### src/rtl/divrem_pkg.sv
package divrem_pkg;
  localparam int DATA_W = 64;
  localparam int IDX_W  = 6;

  typedef struct packed {
    logic [IDX_W-1:0] q_idx;
    logic [IDX_W-1:0] r_idx;
  } dst_pair_t;
endpackage

### src/rtl/divrem_step.sv
module divrem_step #(
  parameter int W = 64
) (
  input  logic [W-1:0] part_rem,
  input  logic [W-1:0] part_quo,
  input  logic [W-1:0] dvs,
  output logic [W-1:0] next_rem,
  output logic [W-1:0] next_quo
);
  logic [W:0] shifted;
  logic [W:0] diff;
  logic       fits;

  always_comb begin
    shifted  = {part_rem, part_quo[W-1]};
    fits     = shifted >= {1'b0, dvs};
    diff     = shifted - {1'b0, dvs};
    next_rem = fits ? diff[W-1:0] : shifted[W-1:0];
    next_quo = {part_quo[W-2:0], fits};
  end
endmodule

### src/rtl/divrem_core.sv
module divrem_core
  import divrem_pkg::*;
#(
  parameter int W  = DATA_W,
  parameter int IW = IDX_W
) (
  input  logic          clk,
  input  logic          rst,
  input  logic          start,
  input  logic [W-1:0]  dividend,
  input  logic [W-1:0]  divisor,
  input  logic [IW-1:0] quo_dst,
  input  logic [IW-1:0] rem_dst,
  output logic          busy,
  output logic          done,
  output logic [W-1:0]  quotient,
  output logic [W-1:0]  remainder,
  output logic [IW-1:0] quo_idx,
  output logic [IW-1:0] rem_idx
);
  localparam int CNT_W = $clog2(W + 1);

  logic [CNT_W-1:0] steps_left;
  logic [W-1:0]     dvs_q;
  logic [W-1:0]     rem_n, quo_n;
  logic             accept;

  assign accept = start && !busy;

  divrem_step #(.W(W)) u_step (
    .part_rem (remainder),
    .part_quo (quotient),
    .dvs      (dvs_q),
    .next_rem (rem_n),
    .next_quo (quo_n)
  );

  always_ff @(posedge clk) begin
    if (rst) begin
      busy       <= 1'b0;
      done       <= 1'b0;
      steps_left <= '0;
      dvs_q      <= '0;
      quotient   <= '0;
      remainder  <= '0;
      quo_idx    <= '0;
      rem_idx    <= '0;
    end else begin
      done <= 1'b0;
      if (accept) begin
        quo_idx <= quo_dst;
        rem_idx <= rem_dst;
        if (divisor == '0) begin
          quotient  <= '1;
          remainder <= '1;
          done      <= 1'b1;
        end else begin
          busy       <= 1'b1;
          dvs_q      <= divisor;
          quotient   <= dividend;
          remainder  <= '0;
          steps_left <= CNT_W'(W);
        end
      end else if (busy) begin
        quotient   <= quo_n;
        remainder  <= rem_n;
        steps_left <= steps_left - 1'b1;
        if (steps_left == CNT_W'(1)) begin
          busy <= 1'b0;
          done <= 1'b1;
        end
      end
    end
  end

  assert_reset_idle_R1: assert property (@(posedge clk)
    rst |=> (!busy && !done));

  assert_accept_busy_R2: assert property (@(posedge clk) disable iff (rst)
    (start && !busy && divisor != '0) |=> busy);

  assert_steps_live_R2: assert property (@(posedge clk) disable iff (rst)
    busy |-> (steps_left != '0));

  assert_rem_below_R4: assert property (@(posedge clk) disable iff (rst)
    (done && $past(busy)) |-> (remainder < dvs_q));

  assert_zero_div_R5: assert property (@(posedge clk) disable iff (rst)
    (start && !busy && divisor == '0) |=>
      (done && !busy && quotient == '1 && remainder == '1));

  assert_busy_ignores_start_R7: assert property (@(posedge clk) disable iff (rst)
    (busy && start) |=> ($stable(quo_idx) && $stable(rem_idx) && $stable(dvs_q)));

  assert_no_done_in_busy_R8: assert property (@(posedge clk) disable iff (rst)
    busy |-> !done);

  assert_busy_ends_done_R8: assert property (@(posedge clk) disable iff (rst)
    $fell(busy) |-> done);
endmodule

### src/rtl/divrem_unit.sv
module divrem_unit
  import divrem_pkg::*;
(
  input  logic              clk,
  input  logic              rst,
  input  logic              start,
  input  logic [DATA_W-1:0] dividend,
  input  logic [DATA_W-1:0] divisor,
  input  logic [IDX_W-1:0]  quo_dst,
  input  logic [IDX_W-1:0]  rem_dst,
  output logic              busy,
  output logic              done,
  output logic [DATA_W-1:0] quotient,
  output logic [DATA_W-1:0] remainder,
  output logic [IDX_W-1:0]  quo_idx,
  output logic [IDX_W-1:0]  rem_idx
);
  divrem_core #(.W(DATA_W), .IW(IDX_W)) u_core (
    .clk       (clk),
    .rst       (rst),
    .start     (start),
    .dividend  (dividend),
    .divisor   (divisor),
    .quo_dst   (quo_dst),
    .rem_dst   (rem_dst),
    .busy      (busy),
    .done      (done),
    .quotient  (quotient),
    .remainder (remainder),
    .quo_idx   (quo_idx),
    .rem_idx   (rem_idx)
  );
endmodule

### config.mk
export PLATFORM = sky130hd
export DESIGN_NAME = divrem_unit
export DESIGN_NICKNAME = d
export VERILOG_FILES = /design/src/rtl/divrem_pkg.sv /design/src/rtl/divrem_step.sv /design/src/rtl/divrem_core.sv /design/src/rtl/divrem_unit.sv
export SDC_FILE = /design/constraint.sdc
export NUM_CORES = 1
export LEC_CHECK = 0
export BUFFER_PORTS_ARGS = -buffer_cell sky130_fd_sc_hd__buf_2
export CAP_MARGIN = 20
export CORE_MARGIN = 2
export CORE_UTILIZATION = 50
export DETAILED_ROUTE_END_ITERATION = 10
export PLACE_DENSITY = 0.75
export RECOVER_POWER = 50
export SYNTH_ARGS = -nofsm -noshare
export SYNTH_HDL_FRONTEND = slang
export SYNTH_SLANG_ARGS = --single-unit
export TNS_END_PERCENT = 30
### constraint.sdc
create_clock -name clk -period 4.2 [get_ports clk]
set_input_delay 0.84 -clock clk [delete_from_list [all_inputs] [get_ports clk]]
set_output_delay 0.84 -clock clk [all_outputs]
set_load 0.05 [all_outputs]
==> flow_summary.ini <==
[sta]
relSlewSlack = -0.7657
rsz0062_at_grt = no
hold_viol = 0
tightestPinTransition_ps = 2649
max_freq_ghz = 0.2600
setup_tns_ps = 0
skew_ps = 15.05
min_period_ps = 3847
min_period_over_period = 0.9159
finalSetupViolations = 0
slew_violations = 131

[cts]
root_buffer = clkbuf_16
clkSinkCount = 213
cts_buffers = 24
htreeDepth = 1
clockBufferDepth = 3
clock_latency_ps = 530
post-cts-setup-buffers = 0
cts_tree = yes
path_clk_slew_ps = 70

[power]
power_leakage_nw = 6.321
p_per_area_nw_per_um2 = 754.8
ir_drop_uv = 334.5

[yosys]
synth_cell_types = 71
synth.avg_cell_area_um2 = 7.406
yosysSeqAreaShare = 0.3359
yosysTopAreaCell = dfxtp_1
synthCells = 1714
synth_seq_cells = 213
synth.net_count = 1924
synth_area_um2 = 12690
synth_top_area_share = 0.3359
synth-async-reset-ratio = 0
synth_edf_count = 0
synth_ff_type = dfxtp_1
yosys_warnings = 0
synth_area_leaders = dfxtp_1 34%, a21oi_1 11%, nand2_1 6.5%, ha_1 6.5%, nor2_1 6.0%

[worst_setup_path]
cp-end-kind = flip-flop
critPathArrivalTime_ps = 4160
crit_required_ps = 4510
path_class = reg2reg
timing.rr.start = u_core.dvs_q[36]$_SDFFE_PP0P_
cp-start-kind = flip-flop
crit_fanout = 20
critPathLaunch = u_core.dvs_q[36]$_SDFFE_PP0P_

[global_routing]
grtUsageTotal = 0.2980
grt_pass1_wl_mm = 64.45
grt-ovfl-total = 0
grt_max_degree = 131
antenna_found_initial = 0
grt_pass1_vias = 12550

[floorplan]
io_pins = 285
core_um2 = 25040
die-height_um = 163.3
rows = 58
die_w_um = 163.3
initial_utilization = 0.5070
dieArea_um2 = 26680

[routing]
drt-initial-drc-count = 993
finalWirelength_mm = 41.34
drc = 0
drt_pass1_iterations = 5
avgViaCountPerCell = 5.850
wl_per_cell_um = 18.02
drtAntennaViolNets = 0
via_count = 13420

[worst_hold_path]
min_from = u_core.rem_idx[3]$_SDFFE_PP0P_
hold_class = reg2reg

[placement]
port_buffers = 284
gp_congestion = 0.9783
place_inst = 2249
dpl.hpwl_mm = 30.12

[cells_and_area]
n_antenna_cell = 0
nNetsFinal = 2156
layout-drive-gt1-share = 0.1227
area_growth_syn_to_layout_pct = 18.55
fill_cells = 2425
final_cells = 2294

[outcome]
violations = capacitance limit, slew limit
status = finished, violations left

[flow_run]
drv_cap = 1
[where the power goes]
group | internal (mW) | leakage (nW) | total [mW] | switching (mW)
clock network | 1.46 | 0.429 | 2.34 | 0.876
logic | 2.32 | 4.14 | 6.42 | 4.10
registers | 2.30 | 1.75 | 2.60 | 0.295
[kinds of logic (layout without fill, tap and decap cells)]
kind of cell,count (synthesis),count (layout),share of synthesized area
simple gates,568,568,0.1942
mux,49,49,0.03864
flops,213,213,0.3359
buf+inv,200,449,0.06436
compound gates,558,559,0.2596
xor+xnor,59,59,0.04071
fa+ha+maj,67,67,0.06663
[cell usage in the layout (no fill, tap or decap), drive strengths merged, types with 8 or more instances in the layout]
cell type,n
xnor2,42
nor4,24
o22ai,76
o21ai,86
a211oi,11
clkbuf,177
nor2,203
buf,172
dfxtp,213
nor2b,12
nand2,221
o21bai,11
inv,90
a31oi,8
nor3,24
xor2,17
mux2i,49
nand4,23
nand3,21
ha,66
a21o,20
a21oi,289
o21a,9
[metal layers]
metal  GRT usage  part of all wire
met1      0.3705              0.41
met5           0                 0
met3     0.05993             0.084
met2      0.5152              0.48
met4     0.09815             0.032
[flip-flops by register name, indices dropped and copies added (netlist names)]
signal             cells
u_core.steps_left      7
u_core.busy            1
u_core.dvs_q          64
u_core.rem_idx         6
u_core.quo_idx         6
u_core.done            1
u_core.quotient       64
u_core.remainder      64
[cell usage after synthesis (6+ instances only)]
cell and count:
buf_1 8, nand3_1 21, nor3_1 24, clkbuf_1 84, o31ai_1 6, and2_1 6, and3_1 6, nor2b_1 12
inv_1 90, mux2i_1 49, a31oi_1 8, ha_1 66, o22ai_1 76, xnor2_1 42, nor4_1 24, nor2_1 202
xor2_1 17, o211ai_1 6, o21a_1 9, buf_2 11, o21bai_1 11, a21o_1 19, nand4_1 22, or4_1 6
nand2_1 221, a21oi_1 283, nand2b_1 7, a211oi_1 11, o21ai_0 83, dfxtp_1 213
[final timing paths]
check	endpoint	slack (ps)	depth (start not counted)
worst max register to register	u_core.remainder[3]$_SDFFE_PP0P_	350	13
worst min-delay path	u_core.rem_idx[3]$_SDFFE_PP0P_	460	2
worst min register to register	u_core.rem_idx[3]$_SDFFE_PP0P_	460	2
worst max-delay path	u_core.remainder[3]$_SDFFE_PP0P_	350	13
[stage by stage]
| stage | area [um^2] | total power, mW | setup slack (ps) | hold slack (ps) | utilization |
|---|---|---|---|---|---|
| after floorplan | 12690 | 7.541 | 575.8 | 436.3 | - |
| after global placement | 14360 | 8.857 | 398.5 | 439.5 | 0.5736 |
| after detailed placement | 14360 | 8.921 | 298.1 | 446.1 | 0.5736 |
| after CTS | 15240 | 11.30 | 273.2 | 455.7 | 0.6086 |
| after global routing | 15050 | 12.05 | 135.7 | 472.9 | 0.6011 |
| final | 15050 | 11.36 | 353.1 | 455.1 | 0.6011 |
[layout make-up]
class,instances,area [um^2],area share
inverter,90,337.8,0.02245
sequential,213,4264,0.2833
multi-input combinational,1302,7657,0.5088
timing repair buffer,315,1500,0.09968
clock buffer,34,699.4,0.04648
clock inverter,10,177.7,0.01181
tap,330,412.9,0.02744
[critical path, cell delays in order, from the launching register on]
cell and delay, ps:
dfxtp_1 350, inv_1 50, ha_1 390, nand2_1 150
nor2_1 170, nand2_1 110, or4_1 530, o21ai_1 190
a221oi_2 50, buf_4 160, o41ai_4 440, a21o_2 680
mux2i_1 260, o22ai_1 100
[repair_timing]
item | in CTS | in global routing
resized for setup | 0 | 1
endpoints found under the setup margin | 0 | 4
hold buffers | 0 | 0
Note: power is estimated with default switching activity, not from simulation.
